## src/rtl/lrcPkg.sv

```systemverilog
package lrcPkg;
  localparam int DATA_LANES = 18;
  localparam int LOG_LANES  = DATA_LANES + 1;
  localparam int PHY_LANES  = LOG_LANES + 1;
  localparam int SPARE_LANE = PHY_LANES - 1;
  localparam int BUF_DEPTH  = 16;
  localparam int IDX_W      = $clog2(BUF_DEPTH);
  localparam int SEQ_W      = IDX_W + 1;
  localparam int TEST_BEATS = 8;
  localparam int TCNT_W     = $clog2(TEST_BEATS);
  localparam int LANE_W     = 5;
  localparam logic [LANE_W-1:0] NO_REMAP = '1;

  typedef enum logic [1:0] {
    KIND_IDLE = 2'd0,
    KIND_DATA = 2'd1,
    KIND_TEST = 2'd2
  } beatKind_e;

  // strobes from control to datapath
  typedef struct packed {
    logic              bufWr;
    logic [IDX_W-1:0]  wrIdx;
    logic [IDX_W-1:0]  rdIdx;
    beatKind_e         kind;
    logic [TCNT_W-1:0] testIdx;
    logic [LANE_W-1:0] remap;
    logic              deliver;
  } linkStrobe_t;
endpackage

```

## src/rtl/lrcDatapath.sv

```systemverilog
module lrcDatapath
  import lrcPkg::*;
(
  input  logic                  clk,
  input  logic                  rstN,
  input  linkStrobe_t           st,
  input  logic [DATA_LANES-1:0] inData,
  input  logic [PHY_LANES-1:0]  rxLanes,
  output logic [PHY_LANES-1:0]  txLanes,
  output logic                  parityOk,
  output logic [PHY_LANES-1:0]  failVec,
  output logic                  rxValid,
  output logic [DATA_LANES-1:0] rxData
);
  logic [DATA_LANES-1:0] replayMem [BUF_DEPTH];
  logic [LOG_LANES-1:0]  txLogical;
  logic [LOG_LANES-1:0]  rxLogical;
  logic [PHY_LANES-1:0]  testPat;
  logic                  remapOn;

  assign remapOn = st.remap < LANE_W'(LOG_LANES);

  always_ff @(posedge clk) begin
    if (st.bufWr) replayMem[st.wrIdx] <= inData;
  end

  assign txLogical = {^replayMem[st.rdIdx], replayMem[st.rdIdx]};

  // alternating test pattern, phase flips every beat
  for (genvar g = 0; g < PHY_LANES; g++) begin : g_pat
    assign testPat[g] = 1'(g % 2) ^ st.testIdx[0];
  end

  // receiver: undo the spare steering
  for (genvar g = 0; g < LOG_LANES; g++) begin : g_unmap
    assign rxLogical[g] = (remapOn && st.remap == LANE_W'(g)) ? rxLanes[SPARE_LANE] : rxLanes[g];
  end

  always_comb begin
    txLanes = '0;
    case (st.kind)
      KIND_DATA: begin
        txLanes[LOG_LANES-1:0] = txLogical;
        if (remapOn) txLanes[SPARE_LANE] = txLogical[st.remap];
      end
      KIND_TEST: txLanes = testPat;
      default:   txLanes = '0;
    endcase
  end

  assign parityOk = ~^rxLogical;
  assign failVec  = rxLanes ^ testPat;

  always_ff @(posedge clk or negedge rstN) begin
    if (!rstN) begin
      rxValid <= 1'b0;
      rxData  <= '0;
    end else begin
      rxValid <= st.deliver;
      if (st.deliver) rxData <= rxLogical[DATA_LANES-1:0];
    end
  end
endmodule

```

## src/rtl/lrcControl.sv

```systemverilog
module lrcControl
  import lrcPkg::*;
#(
  parameter int REV_DELAY = 4,
  parameter int CNT_W     = 8
) (
  input  logic                 clk,
  input  logic                 rstN,
  input  logic                 inValid,
  input  logic                 parityOk,
  input  logic [PHY_LANES-1:0] failVec,
  output linkStrobe_t          st,
  output logic                 inReady,
  output logic                 linkFatal,
  output logic [LANE_W-1:0]    remapLane,
  output logic [CNT_W-1:0]     retryCount,
  output logic [CNT_W-1:0]     remapCount
);
  localparam logic [CNT_W-1:0]  CNT_MAX   = '1;
  localparam logic [TCNT_W-1:0] LAST_TEST = TCNT_W'(TEST_BEATS - 1);

  logic [SEQ_W-1:0]     wrPtr, rdPtr, rxExp, ackPtr, unacked;
  logic                 testMode, dropMode, retryBack;
  logic [TCNT_W-1:0]    testIdx;
  logic [PHY_LANES-1:0] failAcc, failsNow, failsMasked;
  logic [REV_DELAY-1:0] revRetry;
  logic [SEQ_W-1:0]     revSeq [REV_DELAY];
  logic                 sendData, accept, goodBeat, badBeat, lastTest, newRemap, goFatal;
  logic [LANE_W-1:0]    failIdx, failNum;

  assign ackPtr    = revSeq[REV_DELAY-1];
  assign retryBack = revRetry[REV_DELAY-1];
  assign unacked   = wrPtr - ackPtr;
  assign inReady   = !unacked[SEQ_W-1] && !linkFatal;
  assign accept    = inValid && inReady;
  assign sendData  = !linkFatal && !testMode && (rdPtr != wrPtr);
  assign goodBeat  = sendData && !dropMode && parityOk;
  assign badBeat   = sendData && !dropMode && !parityOk;
  assign lastTest  = testMode && (testIdx == LAST_TEST);

  // lane-test verdict, including the current beat
  always_comb begin
    failsNow    = failAcc | failVec;
    failsMasked = failsNow;
    if (remapLane == NO_REMAP) begin
      failsMasked[SPARE_LANE] = 1'b0;
    end else begin
      for (int i = 0; i < LOG_LANES; i++)
        if (LANE_W'(i) == remapLane) failsMasked[i] = 1'b0;
    end
    failNum = '0;
    failIdx = '0;
    for (int i = PHY_LANES - 1; i >= 0; i--) begin
      if (failsMasked[i]) begin
        failNum = failNum + 1'b1;
        failIdx = LANE_W'(i);
      end
    end
    newRemap = (remapLane == NO_REMAP) && (failNum == LANE_W'(1));
    goFatal  = (failNum != '0) && !newRemap;
  end

  always_comb begin
    st.bufWr   = accept;
    st.wrIdx   = wrPtr[IDX_W-1:0];
    st.rdIdx   = rdPtr[IDX_W-1:0];
    st.testIdx = testIdx;
    st.remap   = remapLane;
    st.deliver = goodBeat;
    if (linkFatal)     st.kind = KIND_IDLE;
    else if (testMode) st.kind = KIND_TEST;
    else if (sendData) st.kind = KIND_DATA;
    else               st.kind = KIND_IDLE;
  end

  always_ff @(posedge clk or negedge rstN) begin
    if (!rstN) begin
      wrPtr      <= '0;
      rdPtr      <= '0;
      rxExp      <= '0;
      testMode   <= 1'b0;
      dropMode   <= 1'b0;
      testIdx    <= '0;
      failAcc    <= '0;
      revRetry   <= '0;
      for (int i = 0; i < REV_DELAY; i++) revSeq[i] <= '0;
      remapLane  <= NO_REMAP;
      linkFatal  <= 1'b0;
      retryCount <= '0;
      remapCount <= '0;
    end else begin
      if (accept) wrPtr <= wrPtr + 1'b1;

      if (retryBack && !testMode && !linkFatal) begin
        testMode <= 1'b1;
        testIdx  <= '0;
        failAcc  <= '0;
        rdPtr    <= ackPtr;
        if (retryCount != CNT_MAX) retryCount <= retryCount + 1'b1;
      end else if (sendData) begin
        rdPtr <= rdPtr + 1'b1;
      end

      if (testMode) begin
        testIdx <= testIdx + 1'b1;
        failAcc <= failsNow;
        if (lastTest) begin
          testMode <= 1'b0;
          dropMode <= 1'b0;
          if (goFatal) begin
            linkFatal <= 1'b1;
          end else if (newRemap) begin
            remapLane <= failIdx;
            if (remapCount != CNT_MAX) remapCount <= remapCount + 1'b1;
          end
        end
      end

      if (goodBeat) rxExp <= rxExp + 1'b1;
      if (badBeat)  dropMode <= 1'b1;

      // reverse path: retry flag with cumulative acknowledge
      revRetry[0] <= badBeat;
      revSeq[0]   <= rxExp;
      for (int i = 1; i < REV_DELAY; i++) begin
        revRetry[i] <= revRetry[i-1];
        revSeq[i]   <= revSeq[i-1];
      end
    end
  end
endmodule

```

## src/rtl/lrcLink.sv

```systemverilog
module lrcLink
  import lrcPkg::*;
#(
  parameter int REV_DELAY = 4,
  parameter int CNT_W     = 8
) (
  input  logic                  clk,
  input  logic                  rstN,
  input  logic                  inValid,
  input  logic [DATA_LANES-1:0] inData,
  output logic                  inReady,
  output logic [PHY_LANES-1:0]  txLanes,
  output logic [1:0]            txKind,
  input  logic [PHY_LANES-1:0]  rxLanes,
  output logic                  rxValid,
  output logic [DATA_LANES-1:0] rxData,
  output logic [LANE_W-1:0]     remapLane,
  output logic                  linkFatal,
  output logic [CNT_W-1:0]      retryCount,
  output logic [CNT_W-1:0]      remapCount
);
  linkStrobe_t          st;
  logic                 parityOk;
  logic [PHY_LANES-1:0] failVec;

  assign txKind = st.kind;

  lrcControl #(.REV_DELAY(REV_DELAY), .CNT_W(CNT_W)) u_ctrl (
    .clk(clk), .rstN(rstN), .inValid(inValid), .parityOk(parityOk), .failVec(failVec),
    .st(st), .inReady(inReady), .linkFatal(linkFatal), .remapLane(remapLane),
    .retryCount(retryCount), .remapCount(remapCount)
  );

  lrcDatapath u_dp (
    .clk(clk), .rstN(rstN), .st(st), .inData(inData), .rxLanes(rxLanes),
    .txLanes(txLanes), .parityOk(parityOk), .failVec(failVec),
    .rxValid(rxValid), .rxData(rxData)
  );
endmodule

```

## config.mk

```make
export PLATFORM = sky130hd
export DESIGN_NAME = lrcLink
export DESIGN_NICKNAME = d
export VERILOG_FILES = /design/src/rtl/lrcPkg.sv /design/src/rtl/lrcDatapath.sv /design/src/rtl/lrcControl.sv /design/src/rtl/lrcLink.sv
export SDC_FILE = /design/constraint.sdc
export NUM_CORES = 1
export LEC_CHECK = 0
export CELL_PAD_IN_SITES_DETAIL_PLACEMENT = 1
export CELL_PAD_IN_SITES_GLOBAL_PLACEMENT = 2
export CORE_MARGIN = 2
export CORE_UTILIZATION = 44
export DETAILED_ROUTE_END_ITERATION = 10
export PLACE_DENSITY = 0.84
export SYNTH_ARGS = -nofsm -noshare
export SYNTH_HDL_FRONTEND = slang
export SYNTH_SLANG_ARGS = --single-unit
export TNS_END_PERCENT = 100
```

## constraint.sdc

```tcl
create_clock -name clk -period 15.6 [get_ports clk]
set_clock_uncertainty 0.2 [all_clocks]
set_input_delay 2.34 -clock clk [delete_from_list [all_inputs] [get_ports clk]]
set_output_delay 2.34 -clock clk [all_outputs]
set_load 0.05 [all_outputs]
```

==> implementation parameters, run 1 <==
Parameter                              Value

Placed design
  HPWL after DPL    34,260 um
  Post-Place Setup Slack    -602.6 ps
  Final weighted congestion in routability-driven placement    between 0.8 and 0.9
  Buffers on Ports    ~100

Synth
  Post-synthesis share of cell area spent on xor and xnor gates    0.08390
  Synthesized flop and latch total    393
  Compound-gate portion of the synthesized area    0.07541
  Simple-gate share of the synthesized area    0.08216
  Sequential area share after synthesis    0.5802
  Post-synth EDFFs    approximately 290
  Dominant combinational cell family by area after synthesis    multiplexers
  Adder-Cell Fraction of Synth Area    0.02188
  Cell count after synthesis    1,359
  Fraction of registers with async set/reset    0.2672
  Synthesized area divided by synthesized cell count    14.31 um2
  Netlist cell types    96
  Most frequently used flop master after synthesis    edfxtp_1
  Net Count, Synth    ~1,400
  Number of warnings reported in the yosys synthesis log    0
  Multiplexer share of the synthesized area    0.1331
  Netlist area before placement    around 0.019 mm2

Clock tree
  Clock tree from TritonCTS    done
  Clock transition at the register clock pins on the worst setup and hold paths after CTS    60 ps
  Clock Root Buffer    clkbuf_16
  Number of clock sinks    393
  H-Tree Depth    2
  CTS buffer count    43
  Clock tree buffer depth    3
  Clock network latency to the later pin of the worst-skew pair    570 ps

Floorplanning
  Die height    214.2 um
  Full die area    0.04589 mm2
  Standard-cell row count    77
  Top-Level Pins    105
  Starting density of the core    0.4426
  Width of the chip    214.2 um
  Core Box Area    0.04393 mm2

Critical path
  Number of buffers and inverters on the critical path    11
  Instance count on the critical path    69
  CP Data Required Time    15,900 ps
  Capture instance of the worst register-to-register path    u_ctrl.remapLane[1]
  Startpoint of the worst register-to-register path    u_ctrl.remapLane[1]
  Crit-path max cell delay    610 ps
  Worst R2R Setup Slack    1640 ps
  Worst path arrival time    between 15,000 and 20,000 ps
  Class of the most critical setup path    input pin to register
  Endpoint kind of the worst setup timing path    register
  Destination of the critical timing path    u_ctrl.remapLane[1]
  Slowest library cell on the worst path    clkdlybuf4s50_1
  CP startpoint kind    input pin
  Cell with the most instances on the worst path    ha_1
  Worst-path maximum fanout    7
  Path depth of the worst reg2reg path    72
  Start point of the critical path    rxLanes[17]
  Kind of cell adding the most delay to the critical path    adder cells

Cells and area
  Most common library cell in the layout ignoring fill and taps    edfxtp_1
  Net count, final    1,556
  Area Growth Syn to Fin    17.52%
  Fraction of layout cells with a size suffix above 1    0.2028
  Commonest cells after routing, fill and taps aside    edfxtp_1 (288), clkdlybuf4s50_1 (101), dfrtp_1 (98), mux4_2 (95), nor2_1 (94)

Timing
  Final critical-path required period    14,760 ps
  Final setup margin    841.6 ps
  Share of the clock period used by the worst path    0.9461
  Final setup violating endpoints    0
  Transition time of the tightest slew-check pin    1252 ps
  Final Hold Vio Count    0
  Highest clock rate    0.06776 GHz
  Unrepaired setup endpoints after global routing    false
  Headroom to the max-slew limit    0.1651
  Max-slew violations    0

Global route
  Total track usage    0.2329
  Number of antenna violations at the first check in global routing    2
  Via count of the first global-routing pass    13,153
  Overall overflow remaining after global route    0
  Wire length of the first global-routing pass    80,640 um
  Maximum number of pins on one net before global-route repair    58

Status
  Status    finished clean

Job
  Max_cap viols    0

Route
  Initial DRT Pass Iterations    5
  Post-DR vias/cell    5.770
  Antenna violation net count after detailed routing    0
  Routed length per placed instance    25.25 um
  Overall via count from detail_route    12,168
  Drt initial violations    about 1,000
  Number of DRC violations after detailed routing    0
  Total detailed-routing wirelength    53,260 um

Hold path
  Classification of the worst-slack hold path    register to register
## stage by stage
| stage | utilization | std cells | hold WS, ps | instance area (um2) | TNS (ps) |
|---|---|---|---|---|---|
| after floorplan | - | 1359 | 131.2 | 19450 | 0 |
| after global placement | 0.4831 | 2016 | 131.4 | 21230 | 0 |
| after detailed placement | 0.4831 | 2016 | 136.2 | 21230 | -6939 |
| after CTS | 0.5157 | 2095 | 134.6 | 22650 | 0 |
| after global routing | 0.5201 | 2108 | 152.5 | 22850 | 0 |
| final | 0.5202 | 2109 | 139.0 | 22850 | 0 |
## cell families (layout without fill, tap and decap cells)
logic type	Yosys count	after routing
mux	137	137
xor+xnor	153	153
simple gates	326	326
fa+ha+maj	34	34
buf+inv	106	261
flops	393	393
other cells	0	3
compound gates	210	210
## synthesized netlist by cell type (all sizes together), types with 4 or more instances
| master | n | area share |
|---|---|---|
| a21oi | 53 | 0.014 |
| dfstp | 5 | 0.0068 |
| dfrtp | 100 | 0.13 |
| and3 | 8 | 0.0026 |
| clkbuf | 27 | 0.0052 |
| edfxtp | 288 | 0.44 |
| xor2 | 44 | 0.021 |
| a2bb2oi | 5 | 0.0044 |
| nand4 | 13 | 0.0042 |
| mux2 | 13 | 0.0081 |
| o21ai | 49 | 0.013 |
| o31ai | 4 | 0.0018 |
| nand3 | 24 | 0.0062 |
| nand3b | 4 | 0.0015 |
| nor2b | 4 | 0.0013 |
| ha | 34 | 0.022 |
| xnor3 | 8 | 0.0095 |
| buf | 41 | 0.011 |
| nand2b | 10 | 0.0032 |
| mux4 | 95 | 0.11 |
| nand2 | 93 | 0.018 |
| a21o | 24 | 0.0093 |
| nor2 | 109 | 0.021 |
| nor4b | 4 | 0.0029 |
| a31oi | 10 | 0.0032 |
| a221oi | 4 | 0.0021 |
| o22ai | 10 | 0.0035 |
| o221ai | 8 | 0.0048 |
| or3 | 5 | 0.0019 |
| and2 | 4 | 0.0013 |
| nor4 | 5 | 0.0030 |
| a22oi | 8 | 0.0036 |
| mux2i | 29 | 0.015 |
| nor3 | 27 | 0.0078 |
| xnor2 | 101 | 0.053 |
| inv | 38 | 0.0073 |
| or2 | 6 | 0.0019 |
## registers in the layout (all words and copies together), names as in the netlist
name               count
u_ctrl.remapCount      8
u_ctrl.failAcc        20
u_ctrl.revSeq         15
u_ctrl.ackPtr          5
u_ctrl.wrPtr           5
u_ctrl.rdPtr           5
u_ctrl.dropMode        1
u_ctrl.testMode        1
u_ctrl.linkFatal       1
u_ctrl.testIdx         3
u_ctrl.rxExp           5
u_ctrl.revRetry        4
u_dp.replayMem       288
u_ctrl.remapLane       5
u_dp.rxValid           1
u_ctrl.retryCount      8
u_dp.rxData           18
## final cells by class
| class | instances | area, um2 |
|---|---|---|
| inverters | 38 | 142.6 |
| multi-input cells | 860 | 7890 |
| flip-flops and latches | 393 | 11290 |
| repair buffers | 145 | 1364 |
| clock buffers | 61 | 1191 |
| well taps | 592 | 740.7 |
| clock inverters | 17 | 230.2 |
| diodes | 3 | 7.507 |
| fillers | 4324 | 21080 |
## layer usage
metal	vias to the layer above	GRT usage	routed length, um
met1	6302	0.3036	22320
met5	-	0	0
met3	93	0.04780	3188
met2	390	0.3876	26260
met4	0	0.08542	1493
li1	5383	-	-
## worst min-delay path by stage
stage / startpoint / to / slack (ps) / cells past startpoint
final: u_ctrl.revSeq[11] / u_ctrl.revSeq[6] / 140 / 0
after global routing: u_ctrl.revSeq[11] / u_ctrl.revSeq[6] / 150 / 0
after CTS: u_ctrl.revSeq[8] / u_ctrl.ackPtr[3] / 130 / 0
after detailed placement: u_ctrl.revSeq[8] / u_ctrl.ackPtr[3] / 140 / 0
after global placement: u_ctrl.revSeq[18] / u_ctrl.revSeq[13] / 130 / 0
after floorplan: u_ctrl.revSeq[5] / u_ctrl.ackPtr[0] / 130 / 0
## timing repair
| item | 4_1_cts | 5_1_grt |
|---|---|---|
| setup endpoints to repair | 7 | 14 |
| hold buffers | 0 | 0 |
| resized for setup | 1 | 24 |
| cloned | 0 | 0 |
| buffers inserted | 1 | 11 |
| pin swaps | 0 | 10 |
Power of run 1 is not shown: default switching activity piles up to over one toggle a cycle in this logic, so the estimate is an artifact.
==> inputs of run 2 (changes only) <==
TNS_END_PERCENT = not set   (was 100)
clock period = 16 ns   (was 15.6 ns; I/O delays follow)
==> implementation parameters, run 2 (same netlist as run 1, synthesis figures left out) <==
Parameter                              Value

Route
  Initial DRT Pass Iterations    5
  Drt initial violations    889
  Routed length per placed instance    between 20 and 30 um
  Total detailed-routing wirelength    54,490 um
  Antenna violation net count after detailed routing    0
  Overall via count from detail_route    12,199
  Number of DRC violations after detailed routing    0
  Post-DR vias/cell    about 5.8

Job
  Max_cap viols    0

Global route
  Overall overflow remaining after global route    0
  Via count of the first global-routing pass    13,186
  Maximum number of pins on one net before global-route repair    58
  Number of antenna violations at the first check in global routing    3
  Total track usage    0.2387
  Wire length of the first global-routing pass    82,400 um

Timing
  Tightest hold margin    133.6 ps
  Final setup violating endpoints    0
  Transition time of the tightest slew-check pin    1334 ps
  Highest clock rate    0.06565 GHz
  Headroom to the max-slew limit    0.1108
  Share of the clock period used by the worst path    0.9520
  Max-slew violations    0
  Final Hold Vio Count    0
  Unrepaired setup endpoints after global routing    false
  Final critical-path required period    around 15,000 ps

Clock tree
  Clock transition at the register clock pins on the worst setup and hold paths after CTS    roughly 60 ps
  Clock tree from TritonCTS    done
  CTS buffer count    43
  Number of clock sinks    about 390
  Clock Root Buffer    clkbuf_16
  H-Tree Depth    2
  Clock tree buffer depth    3
  Clock network latency to the later pin of the worst-skew pair    580 ps

Hold path
  Classification of the worst-slack hold path    register to register

Floorplanning
  Full die area    around 0.046 mm2
  Width of the chip    about 210 um
  Core Box Area    0.04393 mm2
  Starting density of the core    0.4426
  Die height    214.2 um
  Standard-cell row count    77
  Top-Level Pins    105

Status
  Status    finished clean

Critical path
  Worst-path maximum fanout    8
  Endpoint kind of the worst setup timing path    register
  Worst path arrival time    around 16,000 ps
  Cell with the most instances on the worst path    ha_1
  Slowest library cell on the worst path    clkdlybuf4s50_1
  Worst R2R Setup Slack    1780 ps
  CP startpoint kind    input pin
  Class of the most critical setup path    input pin to register
  CP Data Required Time    ~16,000 ps
  Crit-path max cell delay    about 470 ps

Cells and area
  Commonest cells after routing, fill and taps aside    edfxtp_1 (288), clkdlybuf4s50_1 (103), dfrtp_1 (98), nor2_1 (97), mux4_2 (95)
  Area Growth Syn to Fin    17.94%
  Post-route design area    0.02294 mm2
  Flip-flop count of the largest register, all copies and words added    288
  Fraction of layout cells with a size suffix above 1    0.1988
  Register containing the most flip-flops in the final layout    u_dp.replayMem
  Largest registers ranked by flip-flop count    u_dp.replayMem: 288 flops, u_ctrl.failAcc: 20 flops, u_dp.rxData: 18 flops
  Layout fillers    4,289
  Most common library cell in the layout ignoring fill and taps    edfxtp_1
  Net count, final    between 1,500 and 2,000

Placed design
  Area of placed instances    0.02120 mm2
  Buffers on Ports    104
  Final weighted congestion in routability-driven placement    0.8431
  HPWL after DPL    roughly 35,000 um
## run 2: cell count changes in the layout (fill, tap and decap cells not counted), sizes merged
cell / previous run / this run
clkinvlp: 1 / 4
diode: 3 / 2
dlymetal6s2s: 2 / 0
bufinv: 4 / 8
clkdlybuf4s50: 101 / 103
inv: 43 / 39
clkbuf: 61 / 54
clkinv: 7 / 12
buf: 42 / 36
## run 2: per-layer routing
metal | share of wire | wire length (um) | up-vias | GRT usage
li1 | - | - | 5383 | -
met5 | 0.00026 | 14 | - | 0
met4 | 0.033 | 1791 | 2 | 0.08310
met3 | 0.059 | 3219 | 109 | 0.04440
met2 | 0.49 | 26900 | 384 | 0.4066
met1 | 0.41 | 22560 | 6321 | 0.3076
## run 2: final cells by class
type	count	area, um2	area share
Clock inverter	25	387.9	0.01691
Timing Repair Buffer	139	1314	0.05728
Inverter	38	142.6	0.006219
Antenna cell	2	5.005	0.0002182
Tap cell	592	740.7	0.03230
Sequential cell	393	11290	0.4921
Clock buffer	54	1151	0.05019
Multi-Input combinational cell	860	7908	0.3448
## run 2: critical path, delay by kind of cell
| family | cells | cell delay, ps |
|---|---|---|
| AO/OA/AOI/OAI | 21 | 3520 |
| buffers and inverters | 11 | 1290 |
| adder cells (fa/ha/maj) | 18 | 5010 |
| multiplexers | 5 | 1370 |
| AND/OR/NAND/NOR | 16 | 1650 |
| XOR/XNOR | 2 | 260 |
## run 2: path summary, 6_finish.rpt
path / from / to / cells past startpoint
setup / recovery: rxLanes[18] / u_ctrl.remapLane[1] / 73
min in group asynchronous: rstN / u_ctrl.remapCount[4] / 1
hold / removal: u_ctrl.revSeq[8] / u_ctrl.ackPtr[3] / 0
hold reg to reg: u_ctrl.revSeq[8] / u_ctrl.ackPtr[3] / 0
setup reg to reg: u_ctrl.remapLane[4] / u_ctrl.remapLane[1] / 72
max in group asynchronous: rstN / u_ctrl.failAcc[16] / 2
## run 2: what timing repair did
item                       in CTS  in global routing
hold buffers                    0                  0
gates resized for setup         0                 19
buffers inserted                0                 10
setup endpoints to repair       0                 14
## run 2: metrics by stage
| stage | TNS, ps | utilization | cells | setup slack (ps) |
|---|---|---|---|---|
| 4_1_cts | 0 | 0.5175 | 2091 | 157.2 |
| 5_1_grt | 0 | 0.5221 | 2103 | 1.840 |
| 3_3_place_gp | 0 | 0.4825 | 2012 | 314.7 |
| 2_1_floorplan | 0 | - | 1359 | 990.2 |
| 3_5_place_dp | -4506 | 0.4825 | 2012 | -433.6 |
| 6_report | 0 | 0.5221 | 2103 | 768.5 |
Power of run 2 is left out for the same reason.
